**src/rtl/vic8_pkg.sv**
```systemverilog
package vic8_pkg;

    typedef enum logic [2:0] {
        PH_IDLE,
        PH_BASE,
        PH_CASC,
        PH_MODE,
        PH_RUN
    } phase_e;

    localparam logic [7:0] CMD_SETUP    = 8'h11;
    localparam logic [7:0] CMD_SEL_REQ  = 8'h0A;
    localparam logic [7:0] CMD_SEL_SVC  = 8'h0B;
    localparam logic [4:0] CMD_EOI_TOP  = 5'b01100;
    localparam int         MODE_AUTO_B  = 1;

endpackage

```
**src/rtl/vic8_edge.sv**
```systemverilog
module vic8_edge #(
    parameter int N = 8
) (
    input  logic         clk,
    input  logic         rst_n,
    input  logic [N-1:0] lvl,
    output logic [N-1:0] rise
);
    logic [N-1:0] prev_q;

    for (genvar i = 0; i < N; i++) begin : g_bit
        always_ff @(posedge clk) begin
            if (!rst_n) prev_q[i] <= 1'b0;
            else        prev_q[i] <= lvl[i];
        end
        assign rise[i] = lvl[i] & ~prev_q[i];
    end

endmodule

```
**src/rtl/vic8_prio.sv**
```systemverilog
module vic8_prio #(
    parameter int N  = 8,
    parameter int IW = 3
) (
    input  logic [N-1:0]  req,
    output logic          hit,
    output logic [IW-1:0] idx
);
    always_comb begin
        hit = 1'b0;
        idx = '0;
        for (int i = N - 1; i >= 0; i--) begin
            if (req[i]) begin
                hit = 1'b1;
                idx = IW'(i);
            end
        end
    end

endmodule

```
**src/rtl/vic8_ctrl.sv**
```systemverilog
module vic8_ctrl
    import vic8_pkg::*;
#(
    parameter int NUM_IN = 8
) (
    input  logic              clk,
    input  logic              rst_n,
    input  logic              bus_sel,
    input  logic              bus_wr,
    input  logic [7:0]        bus_wdata,
    output logic [7:0]        bus_rdata,
    input  logic [NUM_IN-1:0] irq_in,
    output logic              int_out,
    input  logic              ack_stb,
    output logic [7:0]        vec_out,
    output logic [7:0]        casc_word
);
    localparam int IDX_W = (NUM_IN > 1) ? $clog2(NUM_IN) : 1;
    localparam logic [7:0] LOW_OFS = 8'(NUM_IN - 1);

    typedef struct packed {
        phase_e            phase;
        logic [7:0]        base;
        logic [7:0]        casc;
        logic              aeoi;
        logic              rd_svc;
        logic [NUM_IN-1:0] mask;
        logic [NUM_IN-1:0] irr;
        logic [NUM_IN-1:0] isr;
        logic [7:0]        vec;
    } regs_t;

    regs_t st_q, st_d;

    logic [NUM_IN-1:0] rise;
    logic              req_hit, svc_hit;
    logic [IDX_W-1:0]  req_idx, svc_idx;
    logic              ready, grant;
    logic              cmd_wr, dat_wr, eoi_wr;
    logic [NUM_IN-1:0] ack_one, eoi_one;

    vic8_edge #(.N(NUM_IN)) u_edge (
        .clk  (clk),
        .rst_n(rst_n),
        .lvl  (irq_in),
        .rise (rise)
    );

    vic8_prio #(.N(NUM_IN), .IW(IDX_W)) u_req_pick (
        .req(st_q.irr & ~st_q.mask),
        .hit(req_hit),
        .idx(req_idx)
    );

    vic8_prio #(.N(NUM_IN), .IW(IDX_W)) u_svc_pick (
        .req(st_q.isr),
        .hit(svc_hit),
        .idx(svc_idx)
    );

    assign ready  = (st_q.phase == PH_RUN);
    assign grant  = ready && req_hit && (!svc_hit || (req_idx < svc_idx));
    assign cmd_wr = bus_wr && !bus_sel;
    assign dat_wr = bus_wr && bus_sel;
    assign eoi_wr = cmd_wr && ready && (bus_wdata[7:3] == CMD_EOI_TOP)
                    && (int'(bus_wdata[2:0]) < NUM_IN);

    always_comb begin
        st_d    = st_q;
        ack_one = '0;
        eoi_one = '0;

        if (eoi_wr) eoi_one = NUM_IN'(1) << bus_wdata[2:0];

        if (ack_stb && ready) begin
            if (grant) begin
                ack_one  = NUM_IN'(1) << req_idx;
                st_d.vec = st_q.base + 8'(req_idx);
            end else begin
                st_d.vec = st_q.base + LOW_OFS;
            end
        end

        st_d.irr = ((st_q.irr & ~ack_one) | rise) & irq_in;
        st_d.isr = (st_q.isr & ~eoi_one) | (st_q.aeoi ? '0 : ack_one);

        if (cmd_wr && ready) begin
            if (bus_wdata == CMD_SEL_REQ) st_d.rd_svc = 1'b0;
            if (bus_wdata == CMD_SEL_SVC) st_d.rd_svc = 1'b1;
        end

        if (dat_wr) begin
            unique case (st_q.phase)
                PH_BASE: begin
                    st_d.base  = bus_wdata;
                    st_d.phase = PH_CASC;
                end
                PH_CASC: begin
                    st_d.casc  = bus_wdata;
                    st_d.phase = PH_MODE;
                end
                PH_MODE: begin
                    st_d.aeoi  = bus_wdata[MODE_AUTO_B];
                    st_d.phase = PH_RUN;
                end
                PH_RUN:  st_d.mask = bus_wdata[NUM_IN-1:0];
                default: ;
            endcase
        end

        if (cmd_wr && (bus_wdata == CMD_SETUP)) begin
            st_d.phase  = PH_BASE;
            st_d.irr    = '0;
            st_d.isr    = '0;
            st_d.mask   = '1;
            st_d.rd_svc = 1'b0;
        end
    end

    always_ff @(posedge clk) begin
        if (!rst_n) begin
            st_q        <= '0;
            st_q.phase  <= PH_IDLE;
            st_q.mask   <= '1;
        end else begin
            st_q <= st_d;
        end
    end

    assign int_out   = grant;
    assign vec_out   = st_q.vec;
    assign casc_word = st_q.casc;
    assign bus_rdata = bus_sel ? 8'(st_q.mask)
                               : (st_q.rd_svc ? 8'(st_q.isr) : 8'(st_q.irr));

    logic [NUM_IN-1:0] irr_w, isr_w, mask_w;
    logic [7:0]        base_w;
    logic              aeoi_w;
    assign irr_w  = st_q.irr;
    assign isr_w  = st_q.isr;
    assign mask_w = st_q.mask;
    assign base_w = st_q.base;
    assign aeoi_w = st_q.aeoi;

endmodule

```
**config.mk**
```make
export PLATFORM = sky130hd
export DESIGN_NAME = vic8_ctrl
export DESIGN_NICKNAME = d
export VERILOG_FILES = /design/src/rtl/vic8_pkg.sv /design/src/rtl/vic8_edge.sv /design/src/rtl/vic8_prio.sv /design/src/rtl/vic8_ctrl.sv
export SDC_FILE = /design/constraint.sdc
export NUM_CORES = 1
export LEC_CHECK = 0
export BUFFER_PORTS_ARGS = -buffer_cell sky130_fd_sc_hd__clkbuf_2
export CAP_MARGIN = 20
export CORE_AREA = 10 10 91 93
export CTS_CLUSTER_DIAMETER = 60
export CTS_CLUSTER_SIZE = 30
export DETAILED_ROUTE_END_ITERATION = 10
export DIE_AREA = 0 0 101 103
export PLACE_DENSITY = 0.71
export SETUP_SLACK_MARGIN = 0.3
export SKIP_LAST_GASP = 1
export SYNTH_ARGS = -nofsm -noshare
export SYNTH_HDL_FRONTEND = slang
export SYNTH_SLANG_ARGS = --single-unit
```
**constraint.sdc**
```tcl
create_clock -name clk -period 9.94 [get_ports clk]
set_input_delay 1.988 -clock clk [delete_from_list [all_inputs] [get_ports clk]]
set_output_delay 1.988 -clock clk [all_outputs]
set_load 0.1 [all_outputs]
```
======== Yosys cells after proc, flatten, opt, wreduce, memory -nomap -nowiden ========
Cells that the tools add are included.
storage, ports and cells
  input port bits ......................... 21
  register bits ........................... 61
  logic and storage cells ................. 127
cells by class
  $add $sub $neg .......................... 2
  equal/unequal tests ..................... 8
  shifts and indexed selects .............. 2
  bitwise operators ....................... 26
  mux-type cells .......................... 47
  order comparisons ....................... 1
  reductions and logical operators ........ 23
operators with widths
  cell                   number
  $mux W8                9
  $mux W3                16
  $and A8 B8 Y8          4
  $not A8 Y8             3
  $mux W1                20
  $mux W18               1
  $eq A8 B4 Y1 const B   2
  $or A8 B8 Y8           2
  $shl A1 B3 Y8 const A  2
  $reduce_and A2 Y1      7
  $not A1 Y1             9
  $pmux W3 S3            1
  $add A8 B3 Y8          1
  $add A8 B3 Y8 const B  1
  $and A1 B1 Y1          8
  $eq A8 B5 Y1 const B   1
  $logic_and A1 B1 Y1    8
  $eq A3 B2 Y1 const B   2
  $eq A5 B4 Y1 const B   1
  $reduce_bool A2 Y1     2
  $reduce_bool A4 Y1     1
  $eq A3 B1 Y1 const B   1
  $eq A3 B3 Y1 const B   1
  $lt A3 B3 Y1           1
  4 further kinds        5

======== Longest topological paths before layout ========
Gate-level depths: netlist (run 1).
  word-level depth ........................ 19
  mapped depth ............................ 17
  mapped depth without buffers ............ 17

======== By module ========
From an unflattened synthesis (run 1), not the netlist that was laid out.
unflattened totals
  cell total of the unflattened synthesis .. 394
  area total of the unflattened synthesis .. 3,198.1 um2
by module, submodules not included
  module     seq. area each (um2)  times used  area each (um2)  cells an instance
  vic8_ctrl  1,061.0               1           2,777.7          344
  vic8_edge  160.2                 1           260.2            24
  vic8_prio  0.0                   2           80.1             13

======== Worst setup path before layout (run 1) ========
OpenSTA, ideal clock, no wires.
  kind .................................... in2out
  start ................................... input port bus_sel
  end ..................................... output port bus_rdata[5]
  data arrival time ....................... 4.460 ns
  slack ................................... 3.492 ns
  cell stages on the path ................. 3
  data required time ...................... 7.952 ns
  buffers on the path ..................... 2
  cell sequence ........................... buf_2 -> clkbuf_1 -> o21ai_0
on the way
  cells in the longest elaborated chain, start to end .. 1
ends and longest elaborated chain
  what                RTL line          text
  start: declaration  vic8_ctrl.sv:8    input logic bus_sel,
  $mux W8             vic8_ctrl.sv:133  assign bus_rdata = bus_sel ? 8'(st_q.mask)
  end: declaration    vic8_ctrl.sv:11   output logic [7:0] bus_rdata,
Every way passes these cells.

======== Final worst setup path (run 1) ========
  start ................................... register st_q, in the netlist isr_w[3]
  end ..................................... output port int_out
on the way
  cells in the longest elaborated chain, start to end .. 7
ends and longest elaborated chain
  what                                                     RTL line          text
  start: declaration                                       vic8_ctrl.sv:33   regs_t st_q, st_d;
  start signal: assignment                                 vic8_ctrl.sv:126  st_q <= st_d;
  $mux W3 / $mux W1 (equally long branches) (4 in series)  vic8_prio.sv:13   if (req[i]) begin
  $lt A3 B3 Y1 / $logic_not A1 Y1 (equally long branches)  vic8_ctrl.sv:62   assign grant = ready && req_hit && (!svc_hit || (req_idx < svc_idx));
  $logic_or A1 B1 Y1 (*)                                   vic8_ctrl.sv:62
  $logic_and A1 B1 Y1 (*)                                  vic8_ctrl.sv:62
  end: declaration                                         vic8_ctrl.sv:13   output logic int_out,
Mark *: on every way between the ends. The rest lies on a longest branch, timed or not.

==> impl_metrics.env, run 1 <==
export IMPL_cts_sinks=61
export IMPL_skew_ns=0.00331
export IMPL_die_x_um=101
export IMPL_cp_end_kind="output port"
export IMPL_worstPathCellList="or4_4, or2b_1, ha_1, a211oi_1, o21ai_0, o21ai_0, and2_1, clkbuf_2"
export IMPL_cts_resized=0
export IMPL_reg2reg_from="isr_w[3]$_SDFF_PP0_"
export IMPL_cts_hold_buf=0
export IMPL_synth_seq_area_share_pct=38.9
export IMPL_place_hpwl_um=5920
export IMPL_post_route_min_period_ns=5.24
export IMPL_status="finished, final reports clean"
export IMPL_cts_root_buffer="clkbuf_8"
export IMPL_synth_async_reset_ratio_pct=0
export IMPL_crit_type="reg -> out"
export IMPL_cp_common_cell="o21ai_0"
export IMPL_syn_inst=362
export IMPL_timing_final_crit_share_pct=52.7
export IMPL_yosys_cell_types_count=54
export IMPL_critPathRequiredTime_ns=7.95
export IMPL_cts_buffers=9
export IMPL_finalPower_mw=0.534
export IMPL_slowest_delay_ns=0.57
export IMPL_layout_drive_gt1_share_pct=20.1
export IMPL_io_pins=46
export IMPL_fill_cells=624
export IMPL_min_path_type="reg -> reg"
export IMPL_dieArea_sq_mm=0.0104
export IMPL_syn_cell_area_sq_mm=0.00314
export IMPL_final_cells=473
export IMPL_n_antenna_cell=0
export IMPL_grt_pass1_wl_um=13000
export IMPL_h_tree_depth=3
export IMPL_avgSynthCellArea_sq_um=8.67
export IMPL_wirelength_um=8050
export IMPL_setup_violations=0
export IMPL_firstDrtPassIters=4
export IMPL_drtAntennaViolNets=0
export IMPL_worst_pin_slew_ns=0.764
export IMPL_cap_violations=0
export IMPL_rows=30
export IMPL_worst_ep_arrival_time_ns=3.25
export IMPL_ys_seq_elements=61
export IMPL_hold_violations=0
export IMPL_viasPerCell=5.74
export IMPL_register_area_sq_mm=0.00122
export IMPL_vias=2715
export IMPL_timing_critical_path_from="isr_w[3]$_SDFF_PP0_"
export IMPL_p_leak_nw=1.34
export IMPL_place_inst=458
export IMPL_rsz0062_at_grt="false"
export IMPL_regToRegEndpoint="vec_out[7]$_SDFFE_PN0P_"
export IMPL_ff2ff_path_depth=13
export IMPL_r2r_slack_ns=6.07
export IMPL_fmax_mhz=191
export IMPL_post_cts_buffers=0
export IMPL_io_buffers=45
export IMPL_grt_antenna_before_repair=0
export IMPL_peakVddDrop_mv=0.0704
export IMPL_relSlewSlack_pct=48.8
export IMPL_cts_tree="built"
export IMPL_min_from="u_edge.prev_q[7]$_SDFF_PN0_"
export IMPL_synth_edff_count=0
export IMPL_min_path_cells=1
export IMPL_synth_ff_type="dfxtp_1"
export IMPL_grt_max_degree=27
export IMPL_area_growth_pct=11.7
export IMPL_wire_per_inst_um=17.0
export IMPL_multi_input_area_sq_mm=0.00170
export IMPL_power_density_mw_per_mm2=152
export IMPL_clk_pin_slew_ns=0.07
export IMPL_stdcell_area_sq_mm=0.00350
export IMPL_start_kind="flop"
export IMPL_coreArea_sq_mm=0.00657
export IMPL_clockBufferDepth=2
export IMPL_track_usage_pct=15.6
export IMPL_nNetsFinal=416
export IMPL_drc=0
export IMPL_place_congestion=0.919
export IMPL_start_util_pct=47.8
export IMPL_syn_num_nets=389
export IMPL_first_global_vias=2657
export IMPL_drtIter0Drc=167
export IMPL_overflow=0
export IMPL_clock_latency_ns=0.33
export IMPL_cp_max_fo=6
export IMPL_holdPathEnd="irr_w[7]$_SDFF_PP0_"
export IMPL_slowest_stage="or4_4"
export IMPL_finalMaxSlewViolations=0
export IMPL_yosysWarnings=0
export IMPL_fin_tns_setup_ns=0
export IMPL_dpl_instance_area_sq_mm=0.00329
export IMPL_die_y_um=103
-- metrics by stage --
stage          hold WS (ns)  setup slack (ns)  util [%]
2_1_floorplan         0.413              3.49         -
3_3_place_gp          0.428              5.02      50.1
3_5_place_dp          0.429              4.96      50.1
4_1_cts               0.432              4.70      53.4
5_1_grt               0.470              4.37      53.4
6_report              0.432              4.70      53.4
-- how the worst max path moves through the flow --
stage	to	slack, ns	cells after the start
3_3_place_gp	bus_rdata[2]	5.02	3
2_1_floorplan	bus_rdata[5]	3.49	3
4_1_cts	int_out	4.70	8
3_5_place_dp	bus_rdata[2]	4.96	3
5_1_grt	int_out	4.37	10
6_report	int_out	4.70	8
-- Yosys cell counts, drive strengths merged, types with 4 or more instances --
| master | number | share of area [%] |
|---|---|---|
| a211oi | 5 | 1.2 |
| a21oi | 15 | 2.8 |
| a311oi | 6 | 1.7 |
| a31oi | 4 | 1.3 |
| and2 | 10 | 2.0 |
| buf | 19 | 4.4 |
| clkbuf | 11 | 1.3 |
| dfxtp | 61 | 39 |
| ha | 5 | 2.0 |
| inv | 9 | 1.2 |
| mux2i | 26 | 8.3 |
| nand2 | 40 | 4.8 |
| nand2b | 9 | 1.8 |
| nand3 | 17 | 2.7 |
| nor2 | 37 | 4.8 |
| nor2b | 9 | 1.8 |
| nor3 | 8 | 1.3 |
| nor4 | 4 | 1.3 |
| o211ai | 5 | 1.4 |
| o21ai | 23 | 3.7 |
| or4 | 4 | 1.2 |
| xnor2 | 6 | 1.7 |
-- cells by family (layout without fill, tap and decap cells) --
family	Yosys count	after routing	synth area share [%]
adder cells (fa/ha/maj)	6	6	2.63
flip-flops	61	61	38.9
buffers and inverters	40	71	6.98
multiplexers	26	26	8.29
AND/OR/NAND/NOR	152	152	25.7
AO/OA/AOI/OAI	70	70	15.5
XOR/XNOR	7	7	1.95
-- sequential cells by signal, indices dropped and copies added, names as in the netlist --
signal	flops
isr_w	8
aeoi_w	1
base_w	8
mask_w	8
casc_word	8
irr_w	8
st_q	4
vec_out	8
u_edge.prev_q	8
-- cells in the final DEF (no fill, tap or decap), types with 4 or more instances in the layout --
master,Yosys,layout
a211oi_1,5,5
inv_1,8,8
clkbuf_8,0,10
o21ai_0,21,21
clkbuf_2,0,45
nor3_1,8,8
a311oi_1,6,6
a21oi_1,14,14
nor2b_1,9,9
and2_1,10,10
xnor2_1,6,6
mux2i_1,26,26
ha_1,5,5
nand3_1,17,17
o211ai_1,4,4
nor2_1,34,34
nand2b_1,9,9
dfxtp_1,61,61
nand2_1,40,40
-- per-layer routing --
metal	vias up	GRT usage [%]	share of wire [%]
li1	1317	-	-
met1	1285	18.3	44
met2	99	26.2	48
met3	14	4.42	6.1
met4	0	6.54	1.6
met5	-	0	0
-- area by class of cell --
type	instances	area share, %
multi-input combinational	261	48.4
sequential	61	34.8
timing repair buffer	46	6.64
clock buffer	10	3.93
tap	80	2.86
clock inverter	5	2.14
inverter	10	1.14
-- worst max-delay path: cells and delay by family, from the launching register on --
kind	cells	cell delay, ns
adders and majority gates	1	0.29
and+or+nand+nor	3	0.99
DFF	1	0.37
buffers and inverters	1	0.45
AOI/OAI and AO/OA	3	0.83
-- power by group --
group | internal, mW | switching (mW)
sequential | 0.248 | 0.00252
combinational | 0.0102 | 0.0329
clock | 0.145 | 0.0952
total | 0.403 | 0.131
Note: power is estimated with default switching activity, not from simulation.
==> run 2: changes to the inputs <==
Settings changed: ABC_AREA set to 1, CORE_AREA 10 10 91 93 to 10 10 90 92, DIE_AREA 0 0 101 103 to 0 0 100 102, PLACE_DENSITY 0.71 to 0.74.
Clock period 9.94 ns to 4.5 ns, I/O delays scaled along.
==> run 2 against run 1 <==
Net effect: worst hold slack worse by 0.030 ns; register-to-register slack worse by 4.8 ns; sequential power is 120% higher; die area down 2.0%; largest cell class unchanged.
==> impl_metrics.env, run 2 <==
export IMPL_status="finished, final reports clean"
export IMPL_cap_violations=0
export IMPL_yosys_cell_types_count=34
export IMPL_overflow=0
export IMPL_peakVddDrop_mv=0.204
export IMPL_io_pins=46
export IMPL_synth_top_area_share_pct=39.8
export IMPL_p_leak_nw=1.65
export IMPL_viasPerCell=5.32
export IMPL_relSlewSlack_pct=37.6
export IMPL_drtAntennaViolNets=0
export IMPL_rows=29
export IMPL_final_common_cell="nand2_1"
export IMPL_place_congestion=0.910
export IMPL_dp_slack_ns=1.27
export IMPL_area_growth_pct=11.0
export IMPL_dieArea_sq_mm=0.0102
export IMPL_io_buffers=45
export IMPL_synth_common_cells="nand2_1, dfxtp_1, inv_1"
export IMPL_hold_violations=0
export IMPL_cp_end_kind="output port"
export IMPL_syn_num_nets=451
export IMPL_synth_async_reset_ratio_pct=0
export IMPL_power_density_mw_per_mm2=331
export IMPL_slowest_stage="clkbuf_2"
export IMPL_top_layer_used="met4"
export IMPL_cp_max_fo=10
export IMPL_cts_root_buffer="clkbuf_8"
export IMPL_yosysTopAreaCell="dfxtp_1"
export IMPL_cts_hold_buf=0
export IMPL_wire_per_inst_um=14.8
export IMPL_stdcell_area_sq_mm=0.00340
export IMPL_route_met3_wl_um=556
export IMPL_layout_drive_gt1_share_pct=17.7
export IMPL_first_global_vias=2607
export IMPL_synth_edff_count=0
export IMPL_clk_pin_slew_ns=0.07
export IMPL_post_route_min_period_ns=3.60
export IMPL_timing_final_crit_share_pct=79.9
export IMPL_start_kind="flop"
export IMPL_ys_seq_elements=61
export IMPL_fill_cells=637
export IMPL_crit_type="reg -> out"
export IMPL_synth_ff_type="dfxtp_1"
export IMPL_clockBufferDepth=2
export IMPL_skew_ns=0.00599
export IMPL_coreArea_sq_mm=0.00628
export IMPL_track_usage_pct=15.8
export IMPL_grt_max_degree=34
export IMPL_min_path_type="reg -> reg"
export IMPL_place_hpwl_um=5960
export IMPL_cts_sinks=61
export IMPL_start_util_pct=48.9
export IMPL_grt_pass1_wl_um=13000
export IMPL_die_x_um=100
export IMPL_cts_buffers=9
export IMPL_slowest_delay_ns=0.52
export IMPL_synth_seq_area_share_pct=39.8
export IMPL_cts_tree="built"
export IMPL_syn_inst=424
export IMPL_clock_latency_ns=0.34
export IMPL_h_tree_depth=3
export IMPL_finalMaxSlewViolations=0
export IMPL_avgSynthCellArea_sq_um=7.23
export IMPL_worst_pin_slew_ns=0.932
export IMPL_n_antenna_cell=0
export IMPL_synthMostInstantiatedCell="nand2_1"
export IMPL_wirelength_um=7910
export IMPL_fmax_mhz=278
export IMPL_drtIter0Drc=211
export IMPL_yosysWarnings=0
export IMPL_cts_resized=0
export IMPL_wl_met1_um=3700
export IMPL_wl_met2_um=3540
export IMPL_die_y_um=102
export IMPL_fin_ws_ns=0.904
export IMPL_grt_antenna_before_repair=0
export IMPL_worstPathCellList="inv_1, nand2_1, nand2_1, inv_1, nand2_1, nand2_1, inv_1, ha_1, nand2_1, inv_1, nand2_2, nand2_2, a21boi_4, clkbuf_2"
export IMPL_dpl_instance_area_sq_mm=0.00321
export IMPL_setup_violations=0
export IMPL_drc=0
export IMPL_r2r_slack_ns=1.32
export IMPL_vias=2841
export IMPL_layout_common_cells="nand2_1, dfxtp_1, inv_1, clkbuf_2, a21oi_1"
export IMPL_cp_common_cell="nand2_1"
export IMPL_post_cts_buffers=0
export IMPL_register_area_sq_mm=0.00122
export IMPL_syn_cell_area_sq_mm=0.00307
export IMPL_nNetsFinal=479
export IMPL_worst_ep_arrival_time_ns=2.70
export IMPL_rsz0062_at_grt="false"
export IMPL_firstDrtPassIters=5
export IMPL_synth_area_leaders="dfxtp_1, nand2_1, inv_1"
export IMPL_fin_tns_setup_ns=0
export IMPL_critPathRequiredTime_ns=3.60
export IMPL_multi_input_area_sq_mm=0.00145
-- run 2: report_power, final --
group	internal (mW)	switching, mW
sequential	0.548	0.00374
clock	0.256	0.227
combinational	0.0183	0.0737
total	0.822	0.304
-- run 2: layer usage --
layer | global-route usage, % | up-vias
met1 | 20.7 | 1295
met5 | 0 | -
li1 | - | 1446
met2 | 23.8 | 89
met3 | 4.45 | 11
met4 | 6.63 | 0
-- run 2: final cells by class --
cell class | instances | area share (%)
sequential | 61 | 35.9
tap | 77 | 2.83
multi-input combinational | 275 | 42.5
clock buffer | 10 | 3.75
timing repair buffer | 45 | 6.62
clock inverter | 6 | 1.84
inverter | 60 | 6.62
-- run 2: stage by stage --
stage	power (mW)	utilization [%]	hold WS, ns	instances
2_1_floorplan	0.627	-	0.384	424
3_3_place_gp	0.655	51.2	0.387	518
3_5_place_dp	0.657	51.2	0.398	518
4_1_cts	1.14	54.2	0.407	534
5_1_grt	1.17	54.2	0.414	534
6_report	1.13	54.2	0.402	534
-- run 2: worst max-delay path: cells and delay by family (launching register included) --
kind                       cells  cell delay, ns
AOI/OAI and AO/OA              1            0.26
adders and majority gates      1            0.30
buffers and inverters          5            0.84
DFF                            1            0.33
and+or+nand+nor                7            0.61
-- run 2: cell families (layout without fill, tap and decap cells) --
logic type / Yosys count / count (layout) / share of synthesized area (%)
AO/OA/AOI/OAI: 104 / 104 / 20.5
XOR/XNOR: 3 / 3 / 0.857
adder cells (fa/ha/maj): 6 / 6 / 2.69
buffers and inverters: 88 / 121 / 13.0
flip-flops: 61 / 61 / 39.8
AND/OR/NAND/NOR: 162 / 162 / 23.1
-- run 2: path summary, 6_finish.rpt --
check / start / end / depth (start not counted)
worst min-delay path: u_edge.prev_q[6]$_SDFF_PN0_ / irr_w[6]$_SDFF_PP0_ / 1
worst max register to register: mask_w[3]$_SDFFE_PP1P_ / vec_out[5]$_SDFFE_PN0P_ / 24
worst max-delay path: mask_w[3]$_SDFFE_PP1P_ / int_out / 14
worst min register to register: u_edge.prev_q[6]$_SDFF_PN0_ / irr_w[6]$_SDFF_PP0_ / 1
